<file path="src/rtl/vst_pkg.sv">
package vst_pkg;

  typedef enum logic [1:0] {
    ST_LEAD,
    ST_IDLE,
    ST_LINE,
    ST_PORCH
  } vst_state_e;

  function automatic int unsigned max2(input int unsigned a, input int unsigned b);
    return (a > b) ? a : b;
  endfunction

endpackage

</file>
<file path="src/rtl/vst_fall_detect.sv">
module vst_fall_detect #(
  parameter int STAGES = 2
) (
  input  logic clk,
  input  logic rst,
  input  logic line_in_n,
  output logic fall_o
);

  logic [STAGES-1:0] sync_q;
  logic              prev_q;

  // idle level of the sync line is high, so reset to ones (no false edge)
  always_ff @(posedge clk) begin
    if (rst) begin
      sync_q <= '1;
      prev_q <= 1'b1;
    end else begin
      sync_q[0] <= line_in_n;
      for (int i = 1; i < STAGES; i++) begin
        sync_q[i] <= sync_q[i-1];
      end
      prev_q <= sync_q[STAGES-1];
    end
  end

  assign fall_o = prev_q & ~sync_q[STAGES-1];

endmodule

</file>
<file path="src/rtl/vst_line_fsm.sv">
module vst_line_fsm
  import vst_pkg::*;
#(
  parameter int PIX_W    = 12,
  parameter int HSW_W    = 8,
  parameter int LEAD_CYC = 18
) (
  input  logic             clk,
  input  logic             rst,
  input  logic             slave_i,
  input  logic [PIX_W-1:0] line_len_i,
  input  logic [HSW_W-1:0] hs_width_i,
  input  logic             ext_fall_i,
  output logic             line_start_o,
  output logic             hsync_n_o,
  output logic             porch_o
);

  localparam int LEAD_W = $clog2(LEAD_CYC + 1);
  localparam logic [LEAD_W-1:0] LEAD_LAST = LEAD_W'(LEAD_CYC - 1);

  vst_state_e        state_q, state_d;
  logic [PIX_W-1:0]  pix_q, pix_d;
  logic [LEAD_W-1:0] lead_q, lead_d;
  logic [PIX_W-1:0]  last_pix;
  logic              start;
  logic              hs_low_d;
  logic              hs_n_q;
  logic              porch_q;

  assign last_pix = line_len_i - PIX_W'(1);

  always_comb begin
    state_d = state_q;
    pix_d   = pix_q;
    lead_d  = lead_q;
    start   = 1'b0;
    case (state_q)
      ST_LEAD: begin
        if (slave_i) begin
          if (ext_fall_i) start = 1'b1;
          else            state_d = ST_IDLE;
        end else if (lead_q == LEAD_LAST) begin
          start = 1'b1;
        end else begin
          lead_d = lead_q + LEAD_W'(1);
        end
      end
      ST_IDLE: begin
        if (slave_i && ext_fall_i) start = 1'b1;
      end
      ST_LINE: begin
        if (slave_i && ext_fall_i) begin
          start = 1'b1;                 // early (or on-time) external sync
        end else if (pix_q == last_pix) begin
          if (slave_i) state_d = ST_PORCH;
          else         start   = 1'b1;
        end else begin
          pix_d = pix_q + PIX_W'(1);
        end
      end
      ST_PORCH: begin
        if (ext_fall_i) start = 1'b1;
      end
      default: state_d = ST_LEAD;
    endcase
    if (start) begin
      state_d = ST_LINE;
      pix_d   = '0;
    end
  end

  assign hs_low_d = !slave_i && (state_d == ST_LINE) && (pix_d < PIX_W'(hs_width_i));

  always_ff @(posedge clk) begin
    if (rst) begin
      state_q <= ST_LEAD;
      pix_q   <= '0;
      lead_q  <= '0;
      hs_n_q  <= 1'b1;
      porch_q <= 1'b0;
    end else begin
      state_q <= state_d;
      pix_q   <= pix_d;
      lead_q  <= lead_d;
      hs_n_q  <= ~hs_low_d;
      porch_q <= (state_d == ST_PORCH);
    end
  end

  assign line_start_o = start;
  assign hsync_n_o    = hs_n_q;
  assign porch_o      = porch_q;

endmodule

</file>
<file path="src/rtl/vst_line_count.sv">
module vst_line_count #(
  parameter int LINE_W  = 10,
  parameter int FIELD_W = 2,
  parameter int LINES_A = 525,
  parameter int LINES_B = 625,
  parameter int F2_A    = 264,
  parameter int F2_B    = 314,
  parameter int FIRST_A = 4,
  parameter int FIRST_B = 1
) (
  input  logic               clk,
  input  logic               rst,
  input  logic               std_i,
  input  logic               start_i,
  output logic [LINE_W-1:0]  line_o,
  output logic [FIELD_W-1:0] field_o
);

  localparam logic [LINE_W-1:0]  TOT_A  = LINE_W'(LINES_A);
  localparam logic [LINE_W-1:0]  TOT_B  = LINE_W'(LINES_B);
  localparam logic [LINE_W-1:0]  SEC_A  = LINE_W'(F2_A);
  localparam logic [LINE_W-1:0]  SEC_B  = LINE_W'(F2_B);
  localparam logic [LINE_W-1:0]  INIT_A = LINE_W'(FIRST_A);
  localparam logic [LINE_W-1:0]  INIT_B = LINE_W'(FIRST_B);
  localparam logic [FIELD_W-1:0] FLD1   = FIELD_W'(1);
  localparam logic [FIELD_W-1:0] FLD2   = FIELD_W'(2);

  logic [LINE_W-1:0]  line_q, line_nxt;
  logic [LINE_W-1:0]  total, sec_start, init_line;
  logic [FIELD_W-1:0] field_q;
  logic               first_q;

  assign total     = std_i ? TOT_B  : TOT_A;
  assign sec_start = std_i ? SEC_B  : SEC_A;
  assign init_line = std_i ? INIT_B : INIT_A;

  always_comb begin
    if (first_q)              line_nxt = init_line;
    else if (line_q == total) line_nxt = LINE_W'(1);
    else                      line_nxt = line_q + LINE_W'(1);
  end

  always_ff @(posedge clk) begin
    if (rst) begin
      line_q  <= '0;
      field_q <= '0;
      first_q <= 1'b1;
    end else if (start_i) begin
      line_q  <= line_nxt;
      field_q <= (line_nxt >= sec_start) ? FLD2 : FLD1;
      first_q <= 1'b0;
    end
  end

  assign line_o  = line_q;
  assign field_o = field_q;

endmodule

</file>
<file path="src/rtl/vst_strobe_delay.sv">
module vst_strobe_delay
  import vst_pkg::*;
#(
  parameter int MST_TAP = 37,
  parameter int SLV_TAP = 43
) (
  input  logic clk,
  input  logic rst,
  input  logic slave_i,
  input  logic start_i,
  output logic strobe_o
);

  localparam int SR_LEN = int'(max2(MST_TAP, SLV_TAP)) + 1;

  logic [SR_LEN-1:0] sr_q;
  logic              tap;
  logic              strb_q;

  always_ff @(posedge clk) begin
    if (rst) begin
      sr_q <= '0;
    end else begin
      sr_q[0] <= start_i;
      for (int i = 1; i < SR_LEN; i++) begin
        sr_q[i] <= sr_q[i-1];
      end
    end
  end

  generate
    if (MST_TAP == SLV_TAP) begin : g_one_tap
      assign tap = sr_q[MST_TAP];
    end else begin : g_two_tap
      assign tap = slave_i ? sr_q[SLV_TAP] : sr_q[MST_TAP];
    end
  endgenerate

  always_ff @(posedge clk) begin
    if (rst) strb_q <= 1'b0;
    else     strb_q <= tap;
  end

  assign strobe_o = strb_q;

endmodule

</file>
<file path="src/rtl/video_sync_timer.sv">
module video_sync_timer #(
  parameter int PIX_W       = 12,
  parameter int HSW_W       = 8,
  parameter int LINE_W      = 10,
  parameter int FIELD_W     = 2,
  parameter int SYNC_STAGES = 2,
  parameter int LEAD_CYC    = 18,
  parameter int MST_LAT     = 38,
  parameter int SLV_LAT     = 46,
  parameter int LINES_A     = 525,
  parameter int LINES_B     = 625,
  parameter int F2_A        = 264,
  parameter int F2_B        = 314,
  parameter int FIRST_A     = 4,
  parameter int FIRST_B     = 1
) (
  input  logic               clk,
  input  logic               rst,
  input  logic               slave_i,
  input  logic               std_i,
  input  logic [PIX_W-1:0]   line_len_i,
  input  logic [HSW_W-1:0]   hs_width_i,
  input  logic               hs_in_n,
  output logic               hsync_n_o,
  output logic               sync_strb_o,
  output logic [LINE_W-1:0]  line_o,
  output logic [FIELD_W-1:0] field_o,
  output logic               porch_ext_o
);

  // tap positions: stage 0 loads with the line start; one output register follows
  localparam int MST_TAP = MST_LAT - 1;
  localparam int SLV_TAP = SLV_LAT - SYNC_STAGES - 1;

  logic ext_fall;
  logic line_start;

  vst_fall_detect #(
    .STAGES(SYNC_STAGES)
  ) u_fall (
    .clk      (clk),
    .rst      (rst),
    .line_in_n(hs_in_n),
    .fall_o   (ext_fall)
  );

  vst_line_fsm #(
    .PIX_W   (PIX_W),
    .HSW_W   (HSW_W),
    .LEAD_CYC(LEAD_CYC)
  ) u_fsm (
    .clk         (clk),
    .rst         (rst),
    .slave_i     (slave_i),
    .line_len_i  (line_len_i),
    .hs_width_i  (hs_width_i),
    .ext_fall_i  (ext_fall),
    .line_start_o(line_start),
    .hsync_n_o   (hsync_n_o),
    .porch_o     (porch_ext_o)
  );

  vst_line_count #(
    .LINE_W (LINE_W),
    .FIELD_W(FIELD_W),
    .LINES_A(LINES_A),
    .LINES_B(LINES_B),
    .F2_A   (F2_A),
    .F2_B   (F2_B),
    .FIRST_A(FIRST_A),
    .FIRST_B(FIRST_B)
  ) u_cnt (
    .clk    (clk),
    .rst    (rst),
    .std_i  (std_i),
    .start_i(line_start),
    .line_o (line_o),
    .field_o(field_o)
  );

  vst_strobe_delay #(
    .MST_TAP(MST_TAP),
    .SLV_TAP(SLV_TAP)
  ) u_dly (
    .clk     (clk),
    .rst     (rst),
    .slave_i (slave_i),
    .start_i (line_start),
    .strobe_o(sync_strb_o)
  );

endmodule

</file>
<file path="config.mk">
export PLATFORM = sky130hd
export DESIGN_NAME = video_sync_timer
export DESIGN_NICKNAME = d
export VERILOG_FILES = /design/src/rtl/vst_pkg.sv /design/src/rtl/vst_fall_detect.sv /design/src/rtl/vst_line_fsm.sv /design/src/rtl/vst_line_count.sv /design/src/rtl/vst_strobe_delay.sv /design/src/rtl/video_sync_timer.sv
export SDC_FILE = /design/constraint.sdc
export NUM_CORES = 1
export LEC_CHECK = 0
export CORE_MARGIN = 3
export CORE_UTILIZATION = 50
export DETAILED_ROUTE_END_ITERATION = 10
export DONT_BUFFER_PORTS = 1
export GPL_TIMING_DRIVEN = 0
export PLACE_DENSITY = 0.68
export SYNTH_ARGS = -nofsm -noshare
export SYNTH_HDL_FRONTEND = slang
export SYNTH_SLANG_ARGS = --single-unit
</file>
<file path="constraint.sdc">
create_clock -name clk -period 4 [get_ports clk]
set_input_delay 0.2 -clock clk [delete_from_list [all_inputs] [get_ports clk]]
set_output_delay 0.2 -clock clk [all_outputs]
set_load 0.02 [all_outputs]
</file>
==> results list <==
- Post-route worst hold slack: between 0.04 and 0.05 ns
* Number of distinct library cells after synthesis: 60
- Once the floorplan was initialized, standard cells occupied between 50% and 60% of the core.
- In this run the most critical hold path is launched from slave_i.
- For the worst setup path, the data arrival time is ~4.2 ns.
- Counting flops with a built-in enable in the synthesized netlist gives 0.
- CTS built an H-tree with a depth of 3.
* Slew at the pin closest to its max-slew limit: 0.7091 ns
- For this run, the detailed router's first-pass iteration total came to 4.
- The hold violation count in the final report is 0.
- Counting instances, the worst hold path has a depth of 2.
* Top area cells in the synthesized netlist: sky130_fd_sc_hd__dfxtp_1 (42%), sky130_fd_sc_hd__nor2b_1 (7.3%), sky130_fd_sc_hd__ha_1 (5.1%)
* Max FO, Critical Path: 5
- Drt initial violations: between 100 and 150
* Classification of the worst setup path: flop to flop
- Summed over all instances, the cell type with the most area after synthesis is sky130_fd_sc_hd__dfxtp_1.
* Via count of the first global-routing pass: about 2800
- Reg2reg start: u_fsm.pix_q[8]$_SDFF_PP0_
- 0 antenna diodes ended up in the layout.
- The initial antenna violation count came to 0.
* Layout cell share with drive strength beyond 1: roughly 12%
- Synthesis produced around 440 cells.
* Final Skew: 0.01400 ns
* Final-report max-slew violation count: 0
* Total area of sequential cells: between 1500 and 2000 um2
- Counting cells, the worst reg-to-reg path comes to 16.
* Most common cell after layout, fill and taps aside: sky130_fd_sc_hd__dfxtp_1
- Critical Path Start Type: flop
- The routed design could run at a clock period as short as around 4 ns.
- Traced cell by cell, the critical path runs through buf_6 -> xor2_2 -> or4b_4 -> a211oi_2 -> o21ai_2 -> o41ai_4 -> buf_6 -> nor3_1 -> xnor2_1 -> nor2_1 -> ha_1 -> a211oi_2 -> o21ai_2 -> a2111oi_4 -> nand3_1 -> a211o_1.
* Cell leakage power: 1.632 nW
- Post-synthesis async set-or-reset flop share: 0%
- Port buffering added 0 buffers.
- Achievable frequency: about 0.25 GHz
- Required time of the critical path: 4.24 ns
- The worst hold path belongs to the class input port to flop.
- Global route overflow: 0
* Cell with the biggest individual delay on the critical path: sky130_fd_sc_hd__or4b_4
* Post-route non-filler standard cell count: 564
* Final Cell Area: 4387 um2
* Run status: finished, final reports clean
- Entering global routing, the biggest net connects 16 pins.
- Setup slack closes at between 0.06 and 0.07 ns.
- 40 I/O pins were placed.
- Compared with the post-synthesis result, the final layout area differs by 11.48%.
* Global-route wire length before repair: ~13 mm
- Once placement finished, the instance area stood at around 4100 um2.
- Setup WS pre-CTS: -0.6991 ns
- Insertion delay to the later sink of the worst-skew pair: approximately 0.35 ns
- The clock net in this run drives a total of around 80 sinks.
- The share of synthesized area in the top cell type comes to between 40% and 50%.
- Largest stage delay on the critical path: 0.48 ns
- Detailed placement ended at an HPWL of between 5 and 6 mm.
- After synthesis the netlist holds a flip-flop and latch count of 82.
- A synthesized cell averages about 9 um2.
* Number of placement rows: 31
* Number of placed cells counting well taps: 542
- Yosys Warn Count: 0
* Worst IR Drop VDD: 0.2459 mV
- Summing the sequential cell areas from Yosys gives 41.72% of the chip area.
- Number of DRC violations after detailed routing: 0
* DR vias: around 3000
* Portion of the clock cycle consumed by the worst path in the final layout: 98.41%
- In the final layout, the multi-input gates occupy about 2200 um2.
- For this run, the post-layout net count is 501.
- Final routed wirelength across all metal layers: 8.182 mm
* Number of vias per cell: between 5 and 6
- The most critical setup path has its startpoint at u_fsm.pix_q[8]$_SDFF_PP0_.
* Reg-to-reg setup timing slack: approximately 0.064 ns
- Clock tree root buffer cell: sky130_fd_sc_hd__clkbuf_8
- Post-synthesis net count: just under 500
- In this run the cell area of the synthesized design comes to 3935 um2.
- In the synthesized netlist the dominant register cell turns out to be sky130_fd_sc_hd__dfxtp_1.
- TritonCTS created 9 clock buffers.
- Setup violations remaining at the end of the flow were counted as 0.
- Max-cap violations in this run came to 0.
- The region available for standard cell placement spans about 7400 um2.
* Share of the core filled with cells in the final layout: around 59%
* Kind of end point of the critical path: flop
* Floorplan die width: between 90 and 100 um
- Power spread over the standard cell area amounts to approximately 340 nW/um2.
- Headroom to the max-slew limit came out at a little over half.
* Die ar.: roughly 9000 um2
- Worst Hold End: u_dly.strobe_o$_SDFF_PP0_
* Number of buffers between clock root and the deepest sink: 2
* Total track usage: a little under a fifth
- In this run the remaining antenna-violating nets after routing total 0.
- In the layout the commonest cells are sky130_fd_sc_hd__dfxtp_1 (80), sky130_fd_sc_hd__nor2_1 (49), sky130_fd_sc_hd__nor2b_1 (46).
- In this run the critical register-to-register path is captured at u_fsm.hsync_n_o$_SDFF_PP1_.
* Number of buffers and inverters on the critical path: 2
* TritonCTS clock tree: built
- Final weighted congestion in routability-driven placement: 0.8581
- Grouping stages by cell kind, the critical path spends the most delay in compound AO/OA/AOI/OAI gates.
- The floorplan step set the die height to 94.72 um.
* Number of fillers in the final layout: 682
* Clk pin slew, worst setup/hold paths: 0.09 ns
- Routed len/inst: 14.51 um
## cell usage after synthesis (4+ instances only)
cell type,count
sky130_fd_sc_hd__a211oi_1,6
sky130_fd_sc_hd__nor2b_1,46
sky130_fd_sc_hd__nand4_1,8
sky130_fd_sc_hd__dfxtp_1,82
sky130_fd_sc_hd__or3_1,5
sky130_fd_sc_hd__clkbuf_1,15
sky130_fd_sc_hd__inv_1,20
sky130_fd_sc_hd__nor2_1,49
sky130_fd_sc_hd__o21ai_0,15
sky130_fd_sc_hd__xnor2_1,21
sky130_fd_sc_hd__ha_1,16
sky130_fd_sc_hd__a21oi_1,21
sky130_fd_sc_hd__nand4b_1,4
sky130_fd_sc_hd__buf_2,5
sky130_fd_sc_hd__nor4_1,5
sky130_fd_sc_hd__or2_2,6
sky130_fd_sc_hd__xor2_1,12
sky130_fd_sc_hd__nand3_1,13
sky130_fd_sc_hd__nor3_1,13
sky130_fd_sc_hd__nand2_1,22
## layer usage
layer	routed length, um	track usage, %	vias up
li1	-	-	1558
met1	3760	24.06	1403
met3	463	5.259	7
met4	64	5.048	0
met5	0	0	-
met2	3893	28.83	70
## worst max-delay path by stage
stage / endpoint / slack [ns] / cells after the start
after floorplan: u_fsm.hsync_n_o$_SDFF_PP1_ / 0.04 / 18
after global placement: u_fsm.hsync_n_o$_SDFF_PP1_ / -0.70 / 18
after detailed placement: u_fsm.hsync_n_o$_SDFF_PP1_ / -0.70 / 18
after CTS: u_fsm.hsync_n_o$_SDFF_PP1_ / 0.04 / 16
after global routing: u_fsm.hsync_n_o$_SDFF_PP1_ / -0.05 / 16
final: u_fsm.hsync_n_o$_SDFF_PP1_ / 0.06 / 16
## kinds of logic after synthesis
group           after synthesis  share of synthesized area (%)
simple gates                197                          27.95
xor+xnor                     35                          8.490
mux                           4                          1.049
fa+ha+maj                    16                          5.087
buf+inv                      43                          4.451
flops                        82                          41.72
compound gates               66                          11.26
## sequential cells by signal, indices dropped and copies added (netlist names)
signal / flops
u_cnt.field_o: 2
u_cnt.line_o: 10
u_cnt.first_q: 1
u_fall.sync_q: 2
u_dly.strobe_o: 1
u_dly.sr_q: 44
u_fall.prev_q: 1
u_fsm.state_q: 2
u_fsm.porch_o: 1
u_fsm.pix_q: 12
u_fsm.hsync_n_o: 1
u_fsm.lead_q: 5
## area by class of cell
type	count	share of cell area, %
inverter	20	1.711
buffer	20	2.196
multi-input combinational	318	49.83
timing repair buffer	9	1.740
clock buffer	10	3.137
clock inverter	6	1.084
sequential	82	37.48
tap	99	2.824
## through the flow
| stage | TNS, ns | total power [mW] |
|---|---|---|
| after floorplan | 0 | 0.9263 |
| after global placement | -0.6956 | 0.9439 |
| after detailed placement | -0.6991 | 0.9467 |
| after CTS | 0 | 1.514 |
| after global routing | -0.04733 | 1.567 |
| final | 0 | 1.505 |
## where the power goes
part           switching (mW)  internal (mW)  leakage, nW
combinational          0.0629         0.0431        0.875
sequential            0.00817          0.823        0.663
clock                   0.319          0.249       0.0937
## what timing repair did
action	4_1_cts	5_1_grt
gates resized for setup	4	19
endpoints found under the hold margin	2	0
setup endpoints to repair	1	1
pin swaps	2	15
hold buffers	2	0
setup buffers	3	5
Note: power is estimated with default switching activity, not from simulation.
